<file path="src/rtl/fuse_pkg.sv">
`timescale 1ns/1ps
package fuse_pkg;
    localparam int HW_W   = 16;
    localparam int OP_W   = 6;
    localparam int REG_W  = 4;
    localparam int IMM_W  = 12;
    localparam int SLOT_W = 1 + OP_W + 3 * REG_W + IMM_W;
    localparam int MAX_HW = 4;
    localparam int HWC_W  = $clog2(MAX_HW + 1);

    typedef struct packed {
        logic             is_long;
        logic [OP_W-1:0]  op;
        logic [REG_W-1:0] rd;
        logic [REG_W-1:0] rs1;
        logic [REG_W-1:0] rs2;
        logic [IMM_W-1:0] imm;
    } slot_t;

    typedef enum logic [0:0] {
        ST_FREE = 1'b0,
        ST_SOLO = 1'b1
    } fstate_e;
endpackage

</file>
<file path="src/rtl/fuse_expand.sv">
`timescale 1ns/1ps
module fuse_expand
    import fuse_pkg::*;
(
    input  logic [2*HW_W-1:0] raw,
    output slot_t             slot
);
    always_comb begin
        slot     = '0;
        slot.op  = raw[7:2];
        slot.rd  = raw[11:8];
        if (raw[1]) begin
            slot.is_long = 1'b1;
            slot.rs1     = raw[15:12];
            slot.rs2     = raw[19:16];
            slot.imm     = raw[31:20];
        end else begin
            // two-operand short form: first field is source and destination
            slot.rs1 = raw[11:8];
            slot.rs2 = raw[15:12];
        end
    end
endmodule

</file>
<file path="src/rtl/fuse_hw_queue.sv">
`timescale 1ns/1ps
module fuse_hw_queue #(
    parameter int DEPTH = 4,
    parameter int IN_HW = 2,
    parameter int HW_W  = 16,
    localparam int CNT_W = $clog2(DEPTH + 1),
    localparam int PC_W  = $clog2(IN_HW + 1)
) (
    input  logic                  clk,
    input  logic                  rst_n,
    input  logic                  flush,
    input  logic [PC_W-1:0]       push_cnt,
    input  logic [IN_HW*HW_W-1:0] push_data,
    input  logic [CNT_W-1:0]      pop_cnt,
    output logic [DEPTH*HW_W-1:0] q_flat,
    output logic [CNT_W-1:0]      cnt
);
    localparam int IDX_W = (DEPTH > 1) ? $clog2(DEPTH) : 1;

    logic [HW_W-1:0]  mem     [DEPTH];
    logic [HW_W-1:0]  mem_nxt [DEPTH];
    logic [CNT_W-1:0] cnt_nxt;

    always_comb begin
        int keep;
        int src;
        int dst;
        keep = int'(cnt) - int'(pop_cnt);
        for (int i = 0; i < DEPTH; i++) begin
            src = i + int'(pop_cnt);
            mem_nxt[i] = '0;
            if (src < int'(cnt)) begin
                mem_nxt[i] = mem[src[IDX_W-1:0]];
            end
        end
        for (int j = 0; j < IN_HW; j++) begin
            dst = keep + j;
            if (j < int'(push_cnt) && dst < DEPTH) begin
                mem_nxt[dst[IDX_W-1:0]] = push_data[j*HW_W +: HW_W];
            end
        end
        cnt_nxt = CNT_W'(keep + int'(push_cnt));
    end

    always_ff @(posedge clk) begin
        if (!rst_n || flush) begin
            cnt <= '0;
            for (int i = 0; i < DEPTH; i++) begin
                mem[i] <= '0;
            end
        end else begin
            cnt <= cnt_nxt;
            mem <= mem_nxt;
        end
    end

    for (genvar g = 0; g < DEPTH; g++) begin : g_flat
        assign q_flat[g*HW_W +: HW_W] = mem[g];
    end
endmodule

</file>
<file path="src/rtl/fuse_ctrl.sv">
`timescale 1ns/1ps
module fuse_ctrl
    import fuse_pkg::*;
#(
    parameter int ALU_LIMIT = 16,
    parameter int CNT_W     = 3
) (
    input  logic             clk,
    input  logic             rst_n,
    input  logic             flush,
    input  logic [7:0]       head_lo,
    input  logic             hw1_long,
    input  logic             hw2_long,
    input  logic [CNT_W-1:0] cnt,
    input  logic             out_ready,
    output logic             out_valid,
    output logic             out_pair,
    output logic [HWC_W-1:0] hw_used,
    output logic             tail_at2,
    output logic             illegal_flag
);
    fstate_e          state, state_nxt;
    logic [HWC_W-1:0] len0, len1;
    logic             tail_long, have_head, have_pair;
    logic             fuse_req, head_alu, split, fire;

    assign len0      = head_lo[1] ? HWC_W'(2) : HWC_W'(1);
    assign tail_long = head_lo[1] ? hw2_long : hw1_long;
    assign len1      = tail_long ? HWC_W'(2) : HWC_W'(1);
    assign have_head = int'(cnt) >= int'(len0);
    assign have_pair = int'(cnt) >= int'(len0) + int'(len1);
    assign fuse_req  = head_lo[0] && (state == ST_FREE);
    assign head_alu  = int'(head_lo[7:2]) < ALU_LIMIT;
    assign tail_at2  = head_lo[1];
    assign fire      = out_valid && out_ready;

    // state register
    always_ff @(posedge clk) begin
        if (!rst_n) begin
            state        <= ST_FREE;
            illegal_flag <= 1'b0;
        end else begin
            state <= state_nxt;
            if (fire && split) begin
                illegal_flag <= 1'b1;
            end
        end
    end

    // transitions
    always_comb begin
        state_nxt = state;
        unique case (state)
            ST_FREE: if (fire && split) state_nxt = ST_SOLO;
            ST_SOLO: if (fire)          state_nxt = ST_FREE;
        endcase
        if (flush) begin
            state_nxt = ST_FREE;
        end
    end

    // outputs
    always_comb begin
        out_valid = 1'b0;
        out_pair  = 1'b0;
        hw_used   = '0;
        split     = 1'b0;
        if (!flush && have_head) begin
            if (!fuse_req) begin
                out_valid = 1'b1;
                hw_used   = len0;
            end else if (!head_alu) begin
                out_valid = 1'b1;
                hw_used   = len0;
                split     = 1'b1;
            end else if (have_pair) begin
                out_valid = 1'b1;
                out_pair  = 1'b1;
                hw_used   = len0 + len1;
            end
        end
    end
endmodule

</file>
<file path="src/rtl/fuse_pair_former.sv">
`timescale 1ns/1ps
module fuse_pair_former
    import fuse_pkg::*;
#(
    parameter int Q_DEPTH   = 4,
    parameter int IN_HW     = 2,
    parameter int ALU_LIMIT = 16,
    localparam int CNT_W    = $clog2(Q_DEPTH + 1),
    localparam int PC_W     = $clog2(IN_HW + 1)
) (
    input  logic                  clk,
    input  logic                  rst_n,
    input  logic                  flush,
    input  logic                  in_valid,
    output logic                  in_ready,
    input  logic [PC_W-1:0]       in_hw_cnt,
    input  logic [IN_HW*HW_W-1:0] in_data,
    output logic                  out_valid,
    input  logic                  out_ready,
    output logic                  out_pair,
    output logic [HWC_W-1:0]      out_hw_cnt,
    output logic [SLOT_W-1:0]     out_slot0,
    output logic [SLOT_W-1:0]     out_slot1,
    output logic                  out_illegal_fuse
);
    logic [CNT_W-1:0]          q_cnt, pop_cnt;
    logic [PC_W-1:0]           push_cnt;
    logic [Q_DEPTH*HW_W-1:0]   q_flat;
    logic [HWC_W-1:0]          hw_used;
    logic                      tail_at2;
    logic [2*HW_W-1:0]         raw  [2];
    slot_t                     slot [2];

    assign in_ready = (int'(q_cnt) + int'(in_hw_cnt)) <= Q_DEPTH;
    assign push_cnt = (in_valid && in_ready && !flush) ? in_hw_cnt : '0;
    assign pop_cnt  = (out_valid && out_ready) ? CNT_W'(hw_used) : '0;

    fuse_hw_queue #(.DEPTH(Q_DEPTH), .IN_HW(IN_HW), .HW_W(HW_W)) u_queue (
        .clk       (clk),
        .rst_n     (rst_n),
        .flush     (flush),
        .push_cnt  (push_cnt),
        .push_data (in_data),
        .pop_cnt   (pop_cnt),
        .q_flat    (q_flat),
        .cnt       (q_cnt)
    );

    fuse_ctrl #(.ALU_LIMIT(ALU_LIMIT), .CNT_W(CNT_W)) u_ctrl (
        .clk          (clk),
        .rst_n        (rst_n),
        .flush        (flush),
        .head_lo      (q_flat[7:0]),
        .hw1_long     (q_flat[HW_W+1]),
        .hw2_long     (q_flat[2*HW_W+1]),
        .cnt          (q_cnt),
        .out_ready    (out_ready),
        .out_valid    (out_valid),
        .out_pair     (out_pair),
        .hw_used      (hw_used),
        .tail_at2     (tail_at2),
        .illegal_flag (out_illegal_fuse)
    );

    assign raw[0] = q_flat[2*HW_W-1:0];
    assign raw[1] = tail_at2 ? q_flat[4*HW_W-1:2*HW_W] : q_flat[3*HW_W-1:HW_W];

    for (genvar s = 0; s < 2; s++) begin : g_slot
        fuse_expand u_exp (
            .raw  (raw[s]),
            .slot (slot[s])
        );
    end

    assign out_hw_cnt = out_valid ? hw_used : '0;
    assign out_slot0  = out_valid ? slot[0] : '0;
    assign out_slot1  = out_pair  ? slot[1] : '0;
endmodule

</file>
<file path="config.mk">
export PLATFORM = sky130hd
export DESIGN_NAME = fuse_pair_former
export DESIGN_NICKNAME = d
export VERILOG_FILES = /design/src/rtl/fuse_pkg.sv /design/src/rtl/fuse_expand.sv /design/src/rtl/fuse_hw_queue.sv /design/src/rtl/fuse_ctrl.sv /design/src/rtl/fuse_pair_former.sv
export SDC_FILE = /design/constraint.sdc
export NUM_CORES = 1
export LEC_CHECK = 0
export ABC_AREA = 1
export BUFFER_PORTS_ARGS = -buffer_cell sky130_fd_sc_hd__buf_2
export CORE_ASPECT_RATIO = 1.4
export CORE_MARGIN = 5
export CORE_UTILIZATION = 65
export CTS_CLUSTER_DIAMETER = 60
export CTS_CLUSTER_SIZE = 40
export DETAILED_ROUTE_END_ITERATION = 10
export PLACE_DENSITY = 0.9
export SETUP_SLACK_MARGIN = 0.15
export SLEW_MARGIN = 20
export SYNTH_ARGS = -nofsm -noshare
export SYNTH_HDL_FRONTEND = slang
export SYNTH_SLANG_ARGS = --single-unit
</file>
<file path="constraint.sdc">
create_clock -name clk -period 6.1 [get_ports clk]
set_input_delay 0.305 -clock clk [delete_from_list [all_inputs] [get_ports clk]]
set_output_delay 0.305 -clock clk [all_outputs]
set_load 0.02 [all_outputs]
</file>
==> run_results.csv, run 1 <==
group,metric,value,unit
worst_setup_path,arrival,5.52,ns
die,start_util,65.5,%
worst_setup_path,r2r_slack,0.82,ns
power,swShare,36.5,%
final_layout,fin_util,70.4,%
worst_setup_path,r2r_start,"u_queue.q_flat[1]$_SDFF_PP0_",
final_layout,fin_cells,1673,
die,coreArea,0.0122,sq mm
synthesis,ys_warn_count,0,
die,io_pins,108,
worst_setup_path,crit_cells,19,
die,die_w,104,um
die,die_area,0.0146,sq mm
worst_setup_path,path_cells,"inv_1, ha_1, inv_1, nand2_1, nand2_1, a21oi_4, nand3_2, nor2_2, inv_1, nor2_2, nand2_2, inv_1, fa_1, o21ai_0, nand2_4, nand3_1, nand3_1, nand2_1, inv_1",
global_routing,track_usage,36.5,%
worst_setup_path,critPathMostFrequentCell,"inv_1",
die,die_h,141,um
worst_setup_path,path_buf_inv,5,
clock_tree,holdBufCountCts,0,
power,netSwitchingPower,494,uW
clock_tree,clk_pin_slew_worst_paths,0.06,ns
worst_hold_path,hold_path_class,"in2reg",
power,power.density,158,mW/mm^2
placement,gp_congestion,0.962,
power,max-vdd-ir-drop,0.114,mV
drt,drt_iter0_markers,1082,
clock_tree,clk_path_buf_depth,2,
drt,ant_nets,0,
sta,fin_crit_sh,86.6,%
power,p_int,858,uW
global_routing,grt_pass1_wl,44500,um
final_layout,antennaDiodeCount,0,
clock_tree,cts_made_buffers,9,
sta,drv_slew,0,
power,power,1350,uW
synthesis,ys_seq_elements,69,
synthesis,syn-cell-area,0.00799,sq mm
worst_setup_path,critPathLaunchType,"flip-flop",
sta,fmax,189,MHz
final_layout,nFillCells,1168,
placement,hpwlAfterDp,20500,um
power,p_clk_share,37.1,%
drt,drt_wl_total,27800,um
synthesis,yosysUniqueCellTypes,31,
clock_tree,post-cts-setup-buffers,0,
final_layout,drive_gt1_share,12.2,%
sta,tns,0,ns
sta,worst_pin_slew,1.02,ns
final_layout,finalInstanceArea,0.00859,sq mm
worst_hold_path,hold_depth,3,
final_layout,layout_common_cells,"464 x nand2_1, 234 x inv_1, 185 x nor2_1",
global_routing,grt_pass1_vias,8438,
synthesis,syn_inst,1490,
synthesis,avgSynthCellArea,5.36,sq um
worst_hold_path,min-delay-start,"rst_n",
final_layout,multi_input_area,0.00515,sq mm
global_routing,grt_max_degree,77,
drt,drt_pass1_iterations,6,
synthesis,synth_nets,1552,
outcome,outcome,"finished clean",
run,maxCapViolCount,0,
worst_setup_path,end_kind,"flip-flop",
placement,portBuffers,107,
die,rows,48,
sta,hold_violations,0,
worst_hold_path,hold_end,"u_ctrl.illegal_flag$_SDFFE_PN0P_",
drt,vias_per_cell,5.86,
synthesis,ys_seq_area_share,17.3,%
power,p_seq_share,34.7,%
placement,placed_cells,1657,
sta,min_period,5.28,ns
power,power_leakage,0.00481,uW
global_routing,antenna_found_initial,0,
worst_setup_path,path_class,"reg2reg",
worst_setup_path,cpLargestDelayFamily,"simple AND/OR/NAND/NOR gates",
sta,max_slew_margin,31.9,%
worst_setup_path,r2r_cells,19,
clock_tree,clk_latency,0.34,ns
worst_setup_path,crit_fanout,68,
clock_tree,cts_tree,"done",
sta,rsz0062_at_grt,"no",
worst_setup_path,reg2reg_to,"u_queue.q_flat[31]$_SDFF_PP0_",
drt,drc,0,
worst_setup_path,crit_path_max_incr_delay,0.65,ns
worst_setup_path,crit_required,6.34,ns
power,combPwrFrac,28.2,%
worst_setup_path,slowest_stage,"nand3_1",
final_layout,nNetsFinal,1580,
clock_tree,cts_resized,0,
drt,post_drt_wl_per_cell,16.6,um
sta,clock_skew,0.00792,ns
final_layout,area_growth,7.49,%
clock_tree,clock_sinks,69,
placement,place_area,0.00831,sq mm
clock_tree,root_buffer,"clkbuf_16",
drt,vias,9798,
final_layout,regArea,0.00138,sq mm
final_layout,layout_commonest_cell,"nand2_1",
sta,setup_viol,0,
global_routing,grt_overflow,0,
clock_tree,htreeDepth,3,
worst max path at each step:
stage	startpoint	to	slack (ns)
6_report	u_queue.q_flat[1]$_SDFF_PP0_	u_queue.q_flat[31]$_SDFF_PP0_	0.82
5_1_grt	u_queue.q_flat[1]$_SDFF_PP0_	u_queue.q_flat[27]$_SDFF_PP0_	0.40
4_1_cts	u_queue.q_flat[1]$_SDFF_PP0_	u_queue.q_flat[27]$_SDFF_PP0_	0.91
3_5_place_dp	u_queue.q_flat[1]$_SDFF_PP0_	u_queue.q_flat[19]$_SDFF_PP0_	0.90
3_3_place_gp	u_queue.q_flat[1]$_SDFF_PP0_	u_queue.q_flat[24]$_SDFF_PP0_	1.12
2_1_floorplan	u_queue.q_flat[1]$_SDFF_PP0_	u_queue.q_flat[37]$_SDFF_PP0_	1.97
stage by stage:
step                      worst slack (ns)  hold slack (ns)
after CTS                            0.915            0.245
after global routing                 0.396            0.262
final                                0.815            0.246
after detailed placement             0.898            0.446
after global placement                1.12            0.438
after floorplan                       1.97            0.437
layout make-up:
type                       count  area share (%)
clock buffer                  13            3.03
inverter                     249            10.9
clock inverter                 3           0.233
timing repair buffer         122            7.55
tap                          150            2.19
sequential                    69            16.1
multi-input combinational   1067            60.0
tightest hold or removal path, stage by stage:
cell and delay, ns:
buf_2 0.08, inv_1 0.06, a21oi_1 0.11
power groups by stage:
stage	Combinational, uW	Clock, uW	Sequential [uW]
after floorplan	290	0	473
after global placement	366	0	479
after detailed placement	369	0	479
after CTS	371	493	469
after global routing	420	514	470
final	382	501	470
cells by family after synthesis:
group	synth area share, %
AOI/OAI and AO/OA	5.43
xor gates and xnor gates	0.329
adders and majority gates	3.98
buffers and inverters	18.4
DFF	17.3
and+or+nand+nor	54.5
flip-flops by register name, indices dropped and copies added, names as in the netlist:
name and flops:
u_ctrl.illegal_flag 1, u_queue.q_flat 64, u_queue.cnt 3, u_ctrl.state 1
Yosys cell counts, drive strengths merged:
cell	instances	area [sq um]
nand2	472	1810
inv	247	927
nor2	197	774
nand4	162	1020
nand3	139	751
dfxtp	69	1380
buf	62	378
clkbuf	43	161
a21oi	30	176
ha	19	238
o21ai	19	95.1
a211oi	17	128
fa	4	80.1
xnor2	3	26.3
a31oi	2	12.5
clkinv	2	7.51
o21bai	2	15.0
a21o	1	7.51
routing by layer:
layer  GRT usage [%]  wire length, um
met5               0                0
met3            8.20             3940
met1            53.1            11500
met2            53.4            11600
met4            11.3              751
Note: power is estimated with default switching activity, not from simulation.
==> inputs of run 2 (changes only) <==
--- a/config.mk
+++ b/config.mk
@@ -15,6 +15,7 @@
 export DETAILED_ROUTE_END_ITERATION = 10
 export PLACE_DENSITY = 0.9
 export SETUP_SLACK_MARGIN = 0.15
+export SKIP_CTS_REPAIR_TIMING = 1
 export SLEW_MARGIN = 20
 export SYNTH_ARGS = -nofsm -noshare
 export SYNTH_HDL_FRONTEND = slang
==> constraint.sdc (replaced) <==
create_clock -name clk -period 6.68 [get_ports clk]
set_input_delay 0.334 -clock clk [delete_from_list [all_inputs] [get_ports clk]]
set_output_delay 0.334 -clock clk [all_outputs]
set_load 0.02 [all_outputs]
==> run_results.csv, run 2 (synthesis results as in run 1) <==
group,metric,value,unit
global_routing,grt_max_degree,73,
placement,gp_congestion,0.997,
final_layout,fin_cells,1673,
clock_tree,clk_pin_slew_worst_paths,0.06,ns
outcome,outcome,"complete, but fails checks",
die,coreArea,0.0122,sq mm
worst_setup_path,critPathMostFrequentCell,"inv_1",
clock_tree,root_buffer,"clkbuf_16",
clock_tree,clk_path_buf_depth,2,
worst_hold_path,hold_depth,3,
sta,fin_crit_sh,79.7,%
sta,clock_skew,0.00799,ns
power,power.density,149,mW/mm^2
power,max-vdd-ir-drop,0.0909,mV
placement,post-place-ws,1.52,ns
global_routing,grt_overflow,0,
worst_setup_path,r2r_slack,1.36,ns
final_layout,layout_common_cells,"464 x nand2_1, 234 x inv_1, 185 x nor2_1",
worst_hold_path,min-delay-start,"rst_n",
placement,placed_cells,1657,
worst_setup_path,slowest_stage,"nand3_1",
worst_setup_path,arrival,5.61,ns
worst_setup_path,path_buf_inv,6,
global_routing,track_usage,36.9,%
outcome,violations,"DRC",
worst_setup_path,reg2reg_to,"u_queue.q_flat[17]$_SDFF_PP0_",
worst_setup_path,end_kind,"flip-flop",
die,rows,48,
drt,ant_nets,0,
die,die_area,0.0146,sq mm
sta,min_period,5.32,ns
final_layout,largest_reg_flops,64,
die,io_pins,108,
run,maxCapViolCount,0,
drt,post_drt_wl_per_cell,16.9,um
sta,drv_slew,0,
drt,drt_iter0_markers,1514,
global_routing,grt_pass1_vias,8718,
final_layout,area_growth,7.77,%
worst_setup_path,path_class,"reg2reg",
global_routing,antenna_found_initial,0,
worst_hold_path,hold_path_class,"in2reg",
worst_setup_path,crit_required,6.97,ns
worst_setup_path,path_cells,"buf_4, nand2_4, o21ai_1, inv_1, ha_1, inv_1, nand2_1, nand2_1, nand2_1, nand3_2, nor2_2, inv_1, nor2_2, nand2_2, inv_1, fa_1, o21ai_0, nand2_4, nand3_1, nand3_1, nand2_1, inv_1",
drt,drc,8,
drt,vias,10100,
die,die_h,141,um
worst_setup_path,crit_fanout,72,
clock_tree,htreeDepth,3,
sta,max_slew_margin,28.8,%
placement,hpwlAfterDp,20100,um
sta,worst_pin_slew,1.07,ns
clock_tree,cts_made_buffers,9,
power,power_leakage,0.00483,uW
worst_setup_path,r2r_start,"u_queue.q_flat[1]$_SDFF_PP0_",
drt,vias_per_cell,6.01,
final_layout,nFillCells,1172,
worst_setup_path,crit_path_max_incr_delay,0.66,ns
final_layout,regArea,0.00138,sq mm
sta,tns,0,ns
worst_hold_path,hold_end,"u_ctrl.illegal_flag$_SDFFE_PN0P_",
final_layout,nNetsFinal,1580,
placement,portBuffers,107,
worst_setup_path,critPathLaunchType,"flip-flop",
sta,setup_viol,0,
sta,fmax,188,MHz
worst_setup_path,cpLargestDelayFamily,"simple AND/OR/NAND/NOR gates",
drt,drt_pass1_iterations,11,
worst_setup_path,r2r_cells,22,
die,die_w,104,um
sta,fin_ws,1.36,ns
clock_tree,clk_latency,0.34,ns
final_layout,fin_util,70.6,%
sta,hold_violations,0,
final_layout,multi_input_area,0.00515,sq mm
final_layout,layout_commonest_cell,"nand2_1",
sta,rsz0062_at_grt,"no",
global_routing,grt_pass1_wl,45000,um
final_layout,drive_gt1_share,12.3,%
die,start_util,65.5,%
sta,whs,0.267,ns
clock_tree,cts_tree,"done",
drt,drt_wl_total,28300,um
clock_tree,clock_sinks,69,
final_layout,antennaDiodeCount,0,
run 2: worst reg2reg max path, stage by stage, from the launching register on:
cell	delay (ns)
dfxtp_2	0.33
buf_4	0.54
nand2_4	0.13
o21ai_1	0.12
inv_1	0.06
ha_1	0.27
inv_1	0.05
nand2_1	0.04
nand2_1	0.07
nand2_1	0.11
nand3_2	0.29
nor2_2	0.12
inv_1	0.41
nor2_2	0.10
nand2_2	0.13
inv_1	0.08
fa_1	0.57
o21ai_0	0.16
nand2_4	0.52
nand3_1	0.70
nand3_1	0.33
nand2_1	0.08
inv_1	0.05
run 2: report_power, final:
group / internal [uW] / switching [uW] / total, uW
clock: 300 / 196 / 497
combinational: 94.2 / 262 / 356
sequential: 419 / 9.38 / 429
run 2: per-stage QoR:
step	power, uW	area (sq um)
detailed placement	777	8310
floorplan	698	7990
global route	1330	8610
CTS	1260	8610
finish	1280	8610
global placement	772	8310
run 2: worst max path at each step:
stage / end / slack, ns / from / depth (start not counted)
floorplan: u_queue.q_flat[37]$_SDFF_PP0_ / 2.55 / u_queue.q_flat[1]$_SDFF_PP0_ / 26
global placement: u_queue.q_flat[29]$_SDFF_PP0_ / 1.69 / u_queue.q_flat[1]$_SDFF_PP0_ / 22
detailed placement: u_queue.q_flat[26]$_SDFF_PP0_ / 1.52 / u_queue.q_flat[1]$_SDFF_PP0_ / 22
CTS: u_queue.q_flat[17]$_SDFF_PP0_ / 1.50 / u_queue.q_flat[1]$_SDFF_PP0_ / 22
global route: u_queue.q_flat[17]$_SDFF_PP0_ / 0.91 / u_queue.q_flat[1]$_SDFF_PP0_ / 22
finish: u_queue.q_flat[17]$_SDFF_PP0_ / 1.36 / u_queue.q_flat[1]$_SDFF_PP0_ / 22
run 2: area by class of cell:
| cell class | instances | area share, % |
|---|---|---|
| Tap cell | 150 | 2.18 |
| Timing Repair Buffer | 122 | 7.53 |
| Sequential cell | 69 | 16.1 |
| Multi-Input combinational cell | 1067 | 59.9 |
| Clock buffer | 11 | 2.82 |
| Inverter | 249 | 10.9 |
| Clock inverter | 5 | 0.697 |
run 2: layer usage:
metal  vias up  part of all wire [%]  global-route usage [%]
met4         0                   3.2                    14.4
met1      4288                    39                    51.7
met3       100                    16                    9.25
met5         -                     0                       0
li1       4771                     -                       -
met2       895                    42                    54.2
